--- src/rtl/fes_pkg.sv ---
package fes_pkg;
  typedef enum logic [2:0] {
    ST_IDLE, ST_WREN, ST_GAP_A, ST_ERASE, ST_GAP_B, ST_RDSR, ST_POLL, ST_TAIL
  } fes_state_e;

  localparam logic [7:0] OP_WREN    = 8'h06;
  localparam logic [7:0] OP_RDSR    = 8'h05;
  localparam int         GAP_HALVES = 4;
endpackage

--- src/rtl/fes_tick.sv ---
module fes_tick #(
  parameter int DIV = 4
) (
  input  logic clk_i,
  input  logic rst_ni,
  input  logic clr_i,
  output logic tick_o
);
  localparam int CW = (DIV > 1) ? $clog2(DIV) : 1;
  logic [CW-1:0] cnt_q;

  assign tick_o = (cnt_q == CW'(DIV - 1));

  always_ff @(posedge clk_i or negedge rst_ni) begin
    if (!rst_ni)               cnt_q <= '0;
    else if (clr_i || tick_o)  cnt_q <= '0;
    else                       cnt_q <= cnt_q + 1'b1;
  end
endmodule

--- src/rtl/fes_shift.sv ---
module fes_shift #(
  parameter int W = 8
) (
  input  logic         clk_i,
  input  logic         rst_ni,
  input  logic         tick_i,
  input  logic         act_i,
  input  logic         load_i,
  input  logic [W-1:0] load_data_i,
  input  logic         miso_i,
  output logic         sck_o,
  output logic         mosi_o,
  output logic [W-1:0] rx_o,
  output logic         last_o
);
  localparam int BW = $clog2(W);
  logic [W-1:0]  tx_q, rx_q;
  logic [BW-1:0] bit_q;
  logic          sck_q;

  assign sck_o  = sck_q;
  assign mosi_o = tx_q[W-1] & act_i;
  assign rx_o   = rx_q;
  // byte ends on the tick closing the high half of its last bit
  assign last_o = act_i & tick_i & sck_q & (bit_q == BW'(W - 1));

  always_ff @(posedge clk_i or negedge rst_ni) begin
    if (!rst_ni) begin
      tx_q  <= '0;
      rx_q  <= '0;
      bit_q <= '0;
      sck_q <= 1'b0;
    end else if (load_i) begin
      tx_q  <= load_data_i;
      bit_q <= '0;
      sck_q <= 1'b0;
    end else if (!act_i) begin
      sck_q <= 1'b0;
    end else if (tick_i) begin
      if (!sck_q) begin
        sck_q <= 1'b1;
        rx_q  <= {rx_q[W-2:0], miso_i};
      end else begin
        sck_q <= 1'b0;
        tx_q  <= {tx_q[W-2:0], 1'b0};
        bit_q <= bit_q + 1'b1;
      end
    end
  end
endmodule

--- src/rtl/flash_erase_seq.sv ---
module flash_erase_seq
  import fes_pkg::*;
#(
  parameter int         CLK_DIV   = 4,
  parameter logic [7:0] ERASE_OP  = 8'h60,
  parameter int         MAX_POLLS = 100000
) (
  input  logic clk_i,
  input  logic rst_ni,
  input  logic start_i,
  output logic done_o,
  output logic error_o,
  output logic spi_sck_o,
  output logic spi_cs_no,
  output logic spi_mosi_o,
  input  logic spi_miso_i
);
  localparam int PW = $clog2(MAX_POLLS + 1);
  localparam int GW = $clog2(GAP_HALVES);

  fes_state_e    st_q;
  logic          cs_n_q, ok_q, done_q, err_q;
  logic [PW-1:0] poll_q;
  logic [GW-1:0] gap_q;
  logic          tick, last, load, gap_end, poll_end;
  logic [7:0]    load_byte, rx;

  fes_tick #(.DIV(CLK_DIV)) u_tick (
    .clk_i, .rst_ni, .clr_i(st_q == ST_IDLE), .tick_o(tick)
  );

  fes_shift #(.W(8)) u_shift (
    .clk_i, .rst_ni, .tick_i(tick), .act_i(!cs_n_q), .load_i(load),
    .load_data_i(load_byte), .miso_i(spi_miso_i), .sck_o(spi_sck_o),
    .mosi_o(spi_mosi_o), .rx_o(rx), .last_o(last)
  );

  assign gap_end  = tick && (gap_q == GW'(GAP_HALVES - 1));
  assign poll_end = (poll_q == PW'(MAX_POLLS - 1));

  always_comb begin
    load      = 1'b0;
    load_byte = OP_WREN;
    unique case (st_q)
      ST_IDLE:  load = start_i;
      ST_GAP_A: begin load = gap_end; load_byte = ERASE_OP; end
      ST_GAP_B: begin load = gap_end; load_byte = OP_RDSR;  end
      default:  ;
    endcase
  end

  always_ff @(posedge clk_i or negedge rst_ni) begin
    if (!rst_ni) begin
      st_q   <= ST_IDLE;
      cs_n_q <= 1'b1;
      ok_q   <= 1'b0;
      done_q <= 1'b0;
      err_q  <= 1'b0;
      poll_q <= '0;
      gap_q  <= '0;
    end else begin
      done_q <= 1'b0;
      err_q  <= 1'b0;
      if (tick) gap_q <= gap_q + 1'b1;
      unique case (st_q)
        ST_IDLE: if (start_i) begin
          st_q   <= ST_WREN;
          cs_n_q <= 1'b0;
        end
        ST_WREN: if (last) begin
          st_q   <= ST_GAP_A;
          cs_n_q <= 1'b1;
          gap_q  <= '0;
        end
        ST_GAP_A: if (gap_end) begin
          st_q   <= ST_ERASE;
          cs_n_q <= 1'b0;
        end
        ST_ERASE: if (last) begin
          st_q   <= ST_GAP_B;   // erase begins in the flash on this rising edge
          cs_n_q <= 1'b1;
          gap_q  <= '0;
        end
        ST_GAP_B: if (gap_end) begin
          st_q   <= ST_RDSR;
          cs_n_q <= 1'b0;
        end
        ST_RDSR: if (last) begin
          st_q   <= ST_POLL;
          poll_q <= '0;
        end
        ST_POLL: if (last) begin
          if (!rx[0] || poll_end) begin
            st_q   <= ST_TAIL;
            cs_n_q <= 1'b1;
            ok_q   <= !rx[0];
            gap_q  <= '0;
          end else begin
            poll_q <= poll_q + 1'b1;
          end
        end
        ST_TAIL: if (gap_end) begin
          st_q   <= ST_IDLE;
          done_q <= ok_q;
          err_q  <= !ok_q;
        end
        default: st_q <= ST_IDLE;
      endcase
    end
  end

  assign spi_cs_no = cs_n_q;
  assign done_o    = done_q;
  assign error_o   = err_q;
endmodule

--- config.mk ---
export PLATFORM = sky130hd
export DESIGN_NAME = flash_erase_seq
export DESIGN_NICKNAME = d
export VERILOG_FILES = /design/src/rtl/fes_pkg.sv /design/src/rtl/fes_tick.sv /design/src/rtl/fes_shift.sv /design/src/rtl/flash_erase_seq.sv
export SDC_FILE = /design/constraint.sdc
export NUM_CORES = 1
export LEC_CHECK = 0
export ABC_AREA = 0
export BUFFER_PORTS_ARGS = -buffer_cell sky130_fd_sc_hd__buf_2
export CORE_UTILIZATION = 38
export DETAILED_ROUTE_END_ITERATION = 8
export PLACE_DENSITY = 0.59
export SLEW_MARGIN = 20
export SYNTH_ARGS = -nofsm -noshare
export SYNTH_HDL_FRONTEND = slang
export SYNTH_SLANG_ARGS = --single-unit
export TNS_END_PERCENT = 5
--- constraint.sdc ---
create_clock -name clk_i -period 2 [get_ports clk_i]
set_input_delay 0.4 -clock clk_i [delete_from_list [all_inputs] [get_ports clk_i]]
set_output_delay 0.4 -clock clk_i [all_outputs]
set_load 0.1 [all_outputs]
==> results of run 1 <==
==> worst max-delay path by stage <==
stage	to	slack, ps
after floorplan	poll_q[13]$_DFFE_PN0P_	-240
after global placement	st_q[0]$_DFFE_PN0P_	-150
after detailed placement	st_q[0]$_DFFE_PN0P_	-230
after CTS	poll_q[13]$_DFFE_PN0P_	-60
after global routing	poll_q[12]$_DFFE_PN0P_	-120
final	poll_q[13]$_DFFE_PN0P_	-40
==> registers in the layout (all words and copies together), names as in the netlist <==
register,flops
done_o,1
error_o,1
gap_q,2
ok_q,1
poll_q,17
spi_cs_no,1
st_q,3
u_shift.bit_q,3
u_shift.rx_o,1
u_shift.sck_o,1
u_shift.tx_q,8
u_tick.cnt_q,2
==> per-stage QoR <==
| step | area (sq um) | utilization, % | power, mW | hold WS, ps | TNS, ps |
|---|---|---|---|---|---|
| floorplan | 2230 | - | 2.09 | 104 | -2420 |
| global placement | 2700 | 48.4 | 2.63 | 447 | -767 |
| detailed placement | 2700 | 48.4 | 2.66 | 459 | -1100 |
| CTS | 2930 | 52.6 | 3.54 | 180 | -259 |
| global route | 3000 | 53.7 | 3.83 | 209 | -1170 |
| finish | 3000 | 53.7 | 3.61 | 149 | -98.6 |
==> routing by layer <==
metal,routed length (um),GRT usage (%),vias up
met1,2490,23.9,957
met3,138,3.14,8
li1,-,-,976
met2,2480,30.3,28
met4,73,6.30,0
met5,0,0,-
==> worst max-delay path: stages, from the launching register on <==
cell,delay [ps]
dfrtp_1,420
inv_1,80
ha_1,170
o21a_1,170
buf_4,130
a41oi_2,180
buf_6,180
or4_1,500
a21oi_1,140
==> cell families after synthesis <==
logic type | count (synthesis)
simple gates | 102
compound gates | 58
flops | 41
buf+inv | 16
fa+ha+maj | 9
mux | 6
xor+xnor | 3
==> timing repair <==
| item | CTS | global route |
|---|---|---|
| setup buffers | 2 | 0 |
| gates resized for setup | 15 | 16 |
| pin swaps | 16 | 8 |
| gates cloned | 1 | 0 |
| setup endpoints to repair | 14 | 19 |
==> layout make-up <==
class,count,area [sq um]
repair buffers,61,447
flip-flops and latches,41,1030
clock buffers,5,68.8
multi-input cells,178,1270
well taps,72,90.1
inverters,7,26.3
fillers,517,2580
clock inverters,3,68.8
==> where the power goes <==
group	leakage (nW)	switching (mW)	internal (mW)	total [mW]
logic	0.740	0.839	0.810	1.65
registers	0.534	0.125	1.03	1.15
clock network	0.0687	0.310	0.503	0.813
total	1.34	1.27	2.34	3.61
==> Yosys cell counts (2+ instances only) <==
cell	count	area [sq um]
a21o_1	2	15.0
a21oi_1	21	105
a31oi_1	4	25.0
a32o_1	2	20.0
and2_1	5	31.3
and3_1	4	25.0
and4_1	2	17.5
buf_2	3	15.0
clkbuf_1	5	18.8
dfrtp_1	40	1000
ha_1	9	113
inv_1	7	26.3
mux2_2	4	45.0
mux2i_1	2	20.0
nand2_1	32	120
nand3_1	9	45.0
nand4_1	4	25.0
nor2_1	10	37.5
nor2b_1	6	37.5
nor3_1	5	25.0
nor4b_1	2	17.5
nor4bb_1	2	20.0
o211ai_1	2	15.0
o21a_1	2	15.0
o21ai_0	12	60.1
o31ai_1	7	52.6
or3_1	7	43.8
or4_1	7	52.6
xnor2_1	3	26.3
==> key figures, run 1 <==
Floorplanning
  • DIE WIDTH: 78.6 um
  • Die height: 78.6 um
  • DIE AREA: 6180 sq um
  • Cell row count: 27
  • IO Count: 9
  • Initial Util: 40.0%
  • Core area: 5570 sq um

Pwr
  • Worst IR Drop VDD: 734 uV
  • Power per cell area: 1210 nW/um^2
  • Leakage: 1.34 nW

Setup path
  • R2R Path End: poll_q[13]$_DFFE_PN0P_
  • Critical Path Sink Type: flip-flop
  • Crit-path max FO: 6
  • Critical path class: reg -> reg
  • Worst reg2reg path depth: 8
  • CP startpoint: st_q[1]$_DFFE_PN0P_
  • CP Data Arrival Time: 2260 ps
  • Reg2reg setup slack: -40 ps
  • Startpoint types: flip-flop
  • RR Startpoint: st_q[1]$_DFFE_PN0P_
  • CP required: 2230 ps

Logic synthesis
  • Post-synthesis adder-cell area fraction: 5.05%
  • Cell area after synthesis: 2230 sq um
  • Yosys warnings: 0
  • Post-synthesis xor/xnor area fraction: 1.18%
  • Cells after Synth: 235
  • Synth Area in Compound Gates: 16.3%
  • Yosys reg bits: 41
  • EDFF count, synth: 0
  • Synth Area per Inst: 9.49 sq um
  • Synth cell types: 44
  • Synthesized net count: 248
  • Simple-gate portion of the synthesized area: 25.5%
  • Largest family of logic cells by synthesized area: simple AND/OR/NAND/NOR gates
  • Asr flop ratio synth: 100%
  • Mux cell area share after synthesis: 2.92%
  • Sequential fraction of the synthesis area: 46.0%
  • Ys flop type: dfrtp_1

Placed design
  • Pre-CTS setup slack: -226 ps
  • Cells after DPL: 356
  • Routability congestion estimate: 0.769
  • PortBufs: 8
  • Post-DP HPWL: 3.52 mm

Clock network
  • Clock sink count: 41
  • H-tree depth reported by CTS: 2
  • Worst skew pair latency: 300 ps
  • CTS tree: yes
  • Hold Buf Count CTS: 0
  • Max Root-Sink Buffers: 2
  • TritonCTS Buffers: 5
  • Root Driver: clkbuf_8
  • Worst-path clk slew: 90 ps

Route
  • First drt pass iteration count: 4
  • Routed Wire Length: 5.19 mm
  • WL per Instance: 14.1 um
  • Post-route DRC violation count: 0
  • Via count: 1969
  • Number of routed nets with antenna violations: 0
  • Initial DRC Count: 146
  • Vias per inst: 5.37

Layout
  • Non-Filler Instances: 367
  • Most frequent cells in the layout: 49 x buf_4, 39 x dfrtp_1, 30 x nand2_1
  • Layout cells sized above 1: 33.9%
  • Area growth syn-to-layout: 34.3%
  • Most common cell after layout, fill and taps aside: buf_4
  • Antenna fix cells: 0
  • Nets: 307

Status
  • Failing checks: setup timing
  • Status: complete, but fails checks

STA
  • Final worst-path cycle share: 102%
  • Peak Freq: 0.491 GHz
  • Slew @ Worst Pin: 536 ps
  • RSZ-0062 raised after global routing: yes
  • Max-slew violation count: 0
  • Slew margin rel.: 64.3%
  • Worst setup margin: -36.3 ps
  • Setup Viol. Count Final: 4
  • Min Tclk post-route: 2040 ps
  • Final hold violations: 0
  • Worst clock skew: 12.3 ps

Global route
  • Global-route wire length before repair: 8.74 mm
  • Largest net degree at the start of global routing: 42
  • Gr usage total: 18.3%
  • Antenna violations before repair: 0
  • Number of global-route vias before repair: 1917
  • Global route overflow: 0

Hold path
  • Min-delay worst type: in -> async

Run
  • Max-Cap Viols: 0
(Power assumes the default switching activity.)
==> run 2: changes to the inputs <==
==> constraint.sdc (replaced) <==
create_clock -name clk_i -period 1.7 [get_ports clk_i]
set_input_delay 0.34 -clock clk_i [delete_from_list [all_inputs] [get_ports clk_i]]
set_output_delay 0.34 -clock clk_i [all_outputs]
set_load 0.1 [all_outputs]
==> key figures, run 2 (same netlist as run 1, synthesis figures left out) <==
Global route
  • Antenna violations before repair: 0 (unchanged)
  • Gr usage total: 18.3% (about the same)
  • Global route overflow: 0 (unchanged)
  • Largest net degree at the start of global routing: 29 (was 42)
  • Global-route wire length before repair: 8.78 mm (was 8.74 mm)
  • Number of global-route vias before repair: 1944 (was 1917)

Pwr
  • Worst IR Drop VDD: 935 uV (was 734 uV)
  • Power per cell area: 1380 nW/um^2 (was 1210 nW/um^2)
  • Leakage: 1.42 nW (was 1.34 nW)

Route
  • Initial DRC Count: 93 (was 146)
  • WL per Instance: 13.6 um (was 14.1 um)
  • Routed Wire Length: 5.16 mm (was 5.19 mm)
  • First drt pass iteration count: 4 (unchanged)
  • Via count: 1978 (was 1969)
  • Post-route DRC violation count: 0 (unchanged)
  • Vias per inst: 5.21 (was 5.37)
  • Number of routed nets with antenna violations: 0 (unchanged)

Layout
  • Antenna fix cells: 0 (unchanged)
  • Fin util: 56.9% (was 53.7%)
  • Top reg by flops: poll_q (unchanged)
  • Largest registers: poll_q (17), u_shift.tx_q (8) (unchanged)
  • Nets: 320 (was 307)
  • Number of flip-flops in the largest register: 17 (unchanged)
  • Most frequent cells in the layout: 61 x buf_4, 39 x dfrtp_1, 31 x nand2_1 (was 49 x buf_4, 39 x dfrtp_1, 30 x nand2_1)
  • Layout cells sized above 1: 39.0% (was 33.9%)
  • Area growth syn-to-layout: 42.2% (was 34.3%)
  • Post-route cell area: 3170 sq um (was 3000 sq um)
  • Most common cell after layout, fill and taps aside: buf_4 (unchanged)

Hold path
  • Hold path depth: 2
  • Min-delay worst type: in -> reg (was in -> async)
  • Worst Hold Endpoint: u_shift.rx_o[0]$_DFFE_PN0P_
  • Min-delay src: spi_miso_i

Clock network
  • H-tree depth reported by CTS: 2 (unchanged)
  • Setup Buffers After CTS: 0 (was 2)
  • Worst skew pair latency: 290 ps (was 300 ps)
  • TritonCTS Buffers: 5 (unchanged)
  • Worst-path clk slew: 80 ps (was 90 ps)
  • Root Driver: clkbuf_8 (unchanged)
  • CTS tree: yes (unchanged)
  • Clock sink count: 41 (unchanged)
  • Max Root-Sink Buffers: 2 (unchanged)

Status
  • Failing checks: setup timing (unchanged)
  • Status: complete, but fails checks (unchanged)

Run
  • Max-Cap Viols: 0 (unchanged)

STA
  • Final worst-path cycle share: 118% (was 102%)
  • Final hold violations: 0 (unchanged)
  • Setup Viol. Count Final: 21 (was 4)
  • Hold Slack: 289 ps (was 149 ps)
  • Max-slew violation count: 0 (unchanged)
  • Slew @ Worst Pin: 485 ps (was 536 ps)
  • Slew margin rel.: 67.9% (was 64.3%)
  • Peak Freq: 0.497 GHz (was 0.491 GHz)
  • Min Tclk post-route: 2010 ps (was 2040 ps)
  • Worst clock skew: 3.91 ps (was 12.3 ps)
  • RSZ-0062 raised after global routing: yes (unchanged)
  • Worst setup margin: -312 ps (was -36.3 ps)

Setup path
  • CP max-delay cell: or4_1 (unchanged)
  • Slowest stage delay, CP: 500 ps (about the same)
  • RR Startpoint: st_q[1]$_DFFE_PN0P_ (unchanged)
  • R2R Path End: poll_q[7]$_DFFE_PN0P_ (was poll_q[13]$_DFFE_PN0P_)
  • CP startpoint: st_q[1]$_DFFE_PN0P_ (unchanged)
  • Reg2reg setup slack: -310 ps (was -40 ps)
  • CP Data Arrival Time: 2230 ps (was 2260 ps)
  • Critical path's top delay family: simple AND/OR/NAND/NOR gates (unchanged)
  • Critical Path Sink Type: flip-flop (unchanged)
  • Worst reg2reg path depth: 8 (unchanged)
  • Critical path class: reg -> reg (unchanged)
  • CP required: 1920 ps (was 2230 ps)
  • Crit-path max FO: 28 (was 6)
  • Startpoint types: flip-flop (unchanged)
  • Crit-path cells: inv_2 -> ha_2 -> o21a_1 -> nor3b_4 -> a41oi_2 -> buf_12 -> or4_1 -> a21oi_1 (was inv_1 -> ha_1 -> o21a_1 -> buf_4 -> a41oi_2 -> buf_6 -> or4_1 -> a21oi_1)
  • Buf/Inv on CP: 2 (was 3)

Placed design
  • Post-DP HPWL: 3.85 mm (was 3.52 mm)
  • Routability congestion estimate: 0.787 (was 0.769)
  • PortBufs: 8 (unchanged)
  • Placed Area: 2900 sq um (was 2700 sq um)

Floorplanning
  • Cell row count: 27 (unchanged)
  • Core area: 5570 sq um (unchanged)
  • Initial Util: 40.0% (unchanged)
  • DIE WIDTH: 78.6 um (unchanged)
  • IO Count: 9 (unchanged)
  • DIE AREA: 6180 sq um (unchanged)
  • Die height: 78.6 um (unchanged)
## run 2: changes by cell type in the layout (fill, tap and decap cells not counted), moves of 3 or more
cell,delta
buf_4,+12
a21oi_2,+4
buf_12,+4
buf_2,-3
a21oi_1,-4
## run 2: how the worst max path moves through the flow
stage / depth (start not counted) / slack, ps / endpoint
floorplan: 8 / -310 / poll_q[14]$_DFFE_PN0P_
CTS: 7 / -310 / poll_q[7]$_DFFE_PN0P_
finish: 8 / -310 / poll_q[7]$_DFFE_PN0P_
detailed placement: 8 / -360 / st_q[1]$_DFFE_PN0P_
global route: 9 / -380 / poll_q[9]$_DFFE_PN0P_
global placement: 8 / -370 / st_q[1]$_DFFE_PN0P_
## run 2: where the power goes
part	internal, mW	switching, mW	leakage [nW]
combinational	1.14	1.07	0.832
sequential	1.21	0.159	0.535
clock	0.439	0.357	0.0543
## run 2: per-layer routing
layer	vias up	wire, um	global-route usage [%]
met5	-	0	0
met4	0	65	6.11
met3	5	97	3.49
met2	14	2470	29.6
met1	959	2530	24.5
li1	1000	-	-
## run 2: cell type report
cell class	instances	area [sq um]
Clock buffer	5	68.8
Multi-Input combinational cell	178	1310
Sequential cell	41	1030
Tap cell	72	90.1
Clock inverter	3	46.3
Fill cell	497	2400
Timing Repair Buffer	74	601
Inverter	7	26.3
## run 2: per-stage QoR
stage | power (mW) | setup slack (ps) | TNS (ps) | std cells
floorplan | 2.51 | -307 | -5230 | 235
global placement | 3.27 | -366 | -4640 | 371
detailed placement | 3.31 | -359 | -4900 | 371
CTS | 4.17 | -308 | -4130 | 380
global route | 4.67 | -380 | -6290 | 380
finish | 4.38 | -312 | -3810 | 380
## run 2: timing repair
item	CTS	global route
resized for setup	13	24
pin swaps	13	5
setup endpoints to repair	25	30
endpoints found under the hold margin	13	0
hold buffers	1	0
==> run 3: changes to the inputs <==
--- a/config.mk
+++ b/config.mk
@@ -9,7 +9,7 @@
 export BUFFER_PORTS_ARGS = -buffer_cell sky130_fd_sc_hd__buf_2
 export CORE_UTILIZATION = 38
 export DETAILED_ROUTE_END_ITERATION = 8
-export PLACE_DENSITY = 0.59
+export PLACE_DENSITY = 0.57
 export SLEW_MARGIN = 20
 export SYNTH_ARGS = -nofsm -noshare
 export SYNTH_HDL_FRONTEND = slang
==> constraint.sdc (replaced) <==
create_clock -name clk_i -period 2.5 [get_ports clk_i]
set_input_delay 0.5 -clock clk_i [delete_from_list [all_inputs] [get_ports clk_i]]
set_output_delay 0.5 -clock clk_i [all_outputs]
set_load 0.1 [all_outputs]
==> key figures, run 3 (same netlist as run 1, synthesis figures left out) <==
Status
  • Status: complete, no violations (was complete, but fails checks)

Clock network
  • Max Root-Sink Buffers: 2 (unchanged)
  • CTS tree: yes (unchanged)
  • Worst skew pair latency: 300 ps (was 290 ps)
  • Clock sink count: 41 (unchanged)
  • Worst-path clk slew: 80 ps (about the same)
  • Root Driver: clkbuf_8 (unchanged)
  • TritonCTS Buffers: 5 (unchanged)
  • H-tree depth reported by CTS: 2 (unchanged)
  • Setup Buffers After CTS: 0 (unchanged)

Floorplanning
  • Cell row count: 27 (unchanged)
  • Core area: 5570 sq um (unchanged)
  • Initial Util: 40.0% (unchanged)
  • DIE AREA: 6180 sq um (unchanged)
  • IO Count: 9 (unchanged)
  • DIE WIDTH: 78.6 um (unchanged)
  • Die height: 78.6 um (unchanged)

Layout
  • Number of flip-flops in the largest register: 17 (unchanged)
  • Most common cell after layout, fill and taps aside: dfrtp_1 (was buf_4)
  • Top reg by flops: poll_q (unchanged)
  • Fin util: 44.9% (was 56.9%)
  • Layout cells sized above 1: 14.3% (was 39.0%)
  • Nets: 263 (was 320)
  • Antenna fix cells: 0 (unchanged)
  • Largest registers: poll_q (17), u_shift.tx_q (8) (unchanged)
  • Most frequent cells in the layout: 39 x dfrtp_1, 32 x nand2_1, 21 x a21oi_1 (was 61 x buf_4, 39 x dfrtp_1, 31 x nand2_1)
  • Area growth syn-to-layout: 12.1% (was 42.2%)

Setup path
  • Worst reg2reg path depth: 8 (unchanged)
  • CP Data Arrival Time: 2480 ps (was 2230 ps)
  • Startpoint types: flip-flop (unchanged)
  • CP startpoint: st_q[0]$_DFFE_PN0P_ (was st_q[1]$_DFFE_PN0P_)
  • Reg2reg setup slack: 200 ps (was -310 ps)
  • Critical Path Sink Type: flip-flop (unchanged)
  • CP Capture Point: st_q[0]$_DFFE_PN0P_ (was poll_q[7]$_DFFE_PN0P_)
  • Crit-path max FO: 11 (was 28)
  • RR Startpoint: st_q[0]$_DFFE_PN0P_ (was st_q[1]$_DFFE_PN0P_)
  • Critical path class: reg -> reg (unchanged)
  • CP required: 2680 ps (was 1920 ps)
  • R2R Path End: st_q[0]$_DFFE_PN0P_ (was poll_q[7]$_DFFE_PN0P_)

Global route
  • Number of global-route vias before repair: 1624 (was 1944)
  • Largest net degree at the start of global routing: 28 (was 29)
  • Antenna violations before repair: 0 (unchanged)
  • Gr usage total: 16.8% (was 18.3%)
  • Global-route wire length before repair: 8.06 mm (was 8.78 mm)
  • Global route overflow: 0 (unchanged)

STA
  • Setup Viol. Count Final: 0 (was 21)
  • Fin Setup TNS: 0 ps (was -3810 ps)
  • Max-slew violation count: 0 (unchanged)
  • Min Tclk post-route: 2300 ps (was 2010 ps)
  • Slew @ Worst Pin: 627 ps (was 485 ps)
  • Slew margin rel.: 58.2% (was 67.9%)
  • Final worst-path cycle share: 91.9% (was 118%)
  • Worst clock skew: 9.31 ps (was 3.91 ps)
  • Peak Freq: 0.435 GHz (was 0.497 GHz)
  • Final hold violations: 0 (unchanged)
  • RSZ-0062 raised after global routing: no (was yes)

Route
  • First drt pass iteration count: 4 (unchanged)
  • Vias per inst: 5.48 (was 5.21)
  • Initial DRC Count: 90 (was 93)
  • Via count: 1769 (was 1978)
  • WL per Instance: 14.2 um (was 13.6 um)
  • Number of routed nets with antenna violations: 0 (unchanged)
  • Routed Wire Length: 4.58 mm (was 5.16 mm)
  • Post-route DRC violation count: 0 (unchanged)

Pwr
  • Leakage: 1.08 nW (was 1.42 nW)
  • Worst IR Drop VDD: 541 uV (was 935 uV)
  • Power per cell area: 930 nW/um^2 (was 1380 nW/um^2)

Placed design
  • Routability congestion estimate: 0.770 (was 0.787)
  • Post-DP HPWL: 3.17 mm (was 3.85 mm)
  • PortBufs: 8 (unchanged)

Run
  • Max-Cap Viols: 0 (unchanged)

Hold path
  • Min-delay worst type: in -> async (was in -> reg)
run 3: final cells by class:
class,count,area [sq um]
sequential,41,1030
clock buffer,6,82.6
clock inverter,2,13.8
timing repair buffer,17,108
multi-input combinational,178,1150
inverter,7,26.3
tap,72,90.1
fill,544,3070
run 3: critical path, stage by stage (launching register included):
cell and delay (ps):
dfrtp_1 400, inv_1 80, ha_1 210, buf_4 180, mux2i_1 230, a2bb2oi_1 310, nand2_1 160, nor3_2 250
mux2_2 360
run 3: worst min-delay path by stage:
stage / from / endpoint / cells past startpoint / slack, ps
after global routing: rst_ni / st_q[1]$_DFFE_PN0P_ / 1 / 270
after floorplan: rst_ni / done_o$_DFF_PN0_ / 0 / 200
final: rst_ni / st_q[1]$_DFFE_PN0P_ / 1 / 210
after CTS: rst_ni / st_q[2]$_DFFE_PN0P_ / 1 / 240
after global placement: u_tick.cnt_q[0]$_DFF_PN0_ / u_tick.cnt_q[0]$_DFF_PN0_ / 1 / 440
after detailed placement: u_tick.cnt_q[0]$_DFF_PN0_ / u_tick.cnt_q[0]$_DFF_PN0_ / 1 / 440
run 3: power by group:
part           internal [mW]  switching (mW)  total [mW]  leakage [nW]
Clock                  0.224           0.235       0.458        0.0512
Sequential             0.821           0.137       0.958         0.534
Combinational          0.381           0.528       0.909         0.498
Total                   1.43           0.899        2.32          1.08
run 3: per-layer routing:
metal / up-vias / global-route usage, % / wire (um)
met2: 21 / 24.6 / 2040
met3: 2 / 3.95 / 149
met5: - / 0 / 0
li1: 889 / - / -
met4: 0 / 5.00 / 24
met1: 857 / 24.4 / 2370
run 3: per-stage QoR:
stage               setup WS, ps  hold slack [ps]  std cells  power (mW)  cell area (sq um)
floorplan                   51.8              204        235        1.67               2230
global placement             189              437        315        1.85               2390
detailed placement           170              439        315        1.86               2390
CTS                          150              241        323        2.33               2480
global route                42.7              270        323        2.51               2500
finish                       203              215        323        2.32               2500
run 3: what timing repair did:
action,in CTS,in global routing
endpoints found under the setup margin,0,3
hold buffers,0,0
hold endpoints to repair,0,0
gates resized for setup,0,2
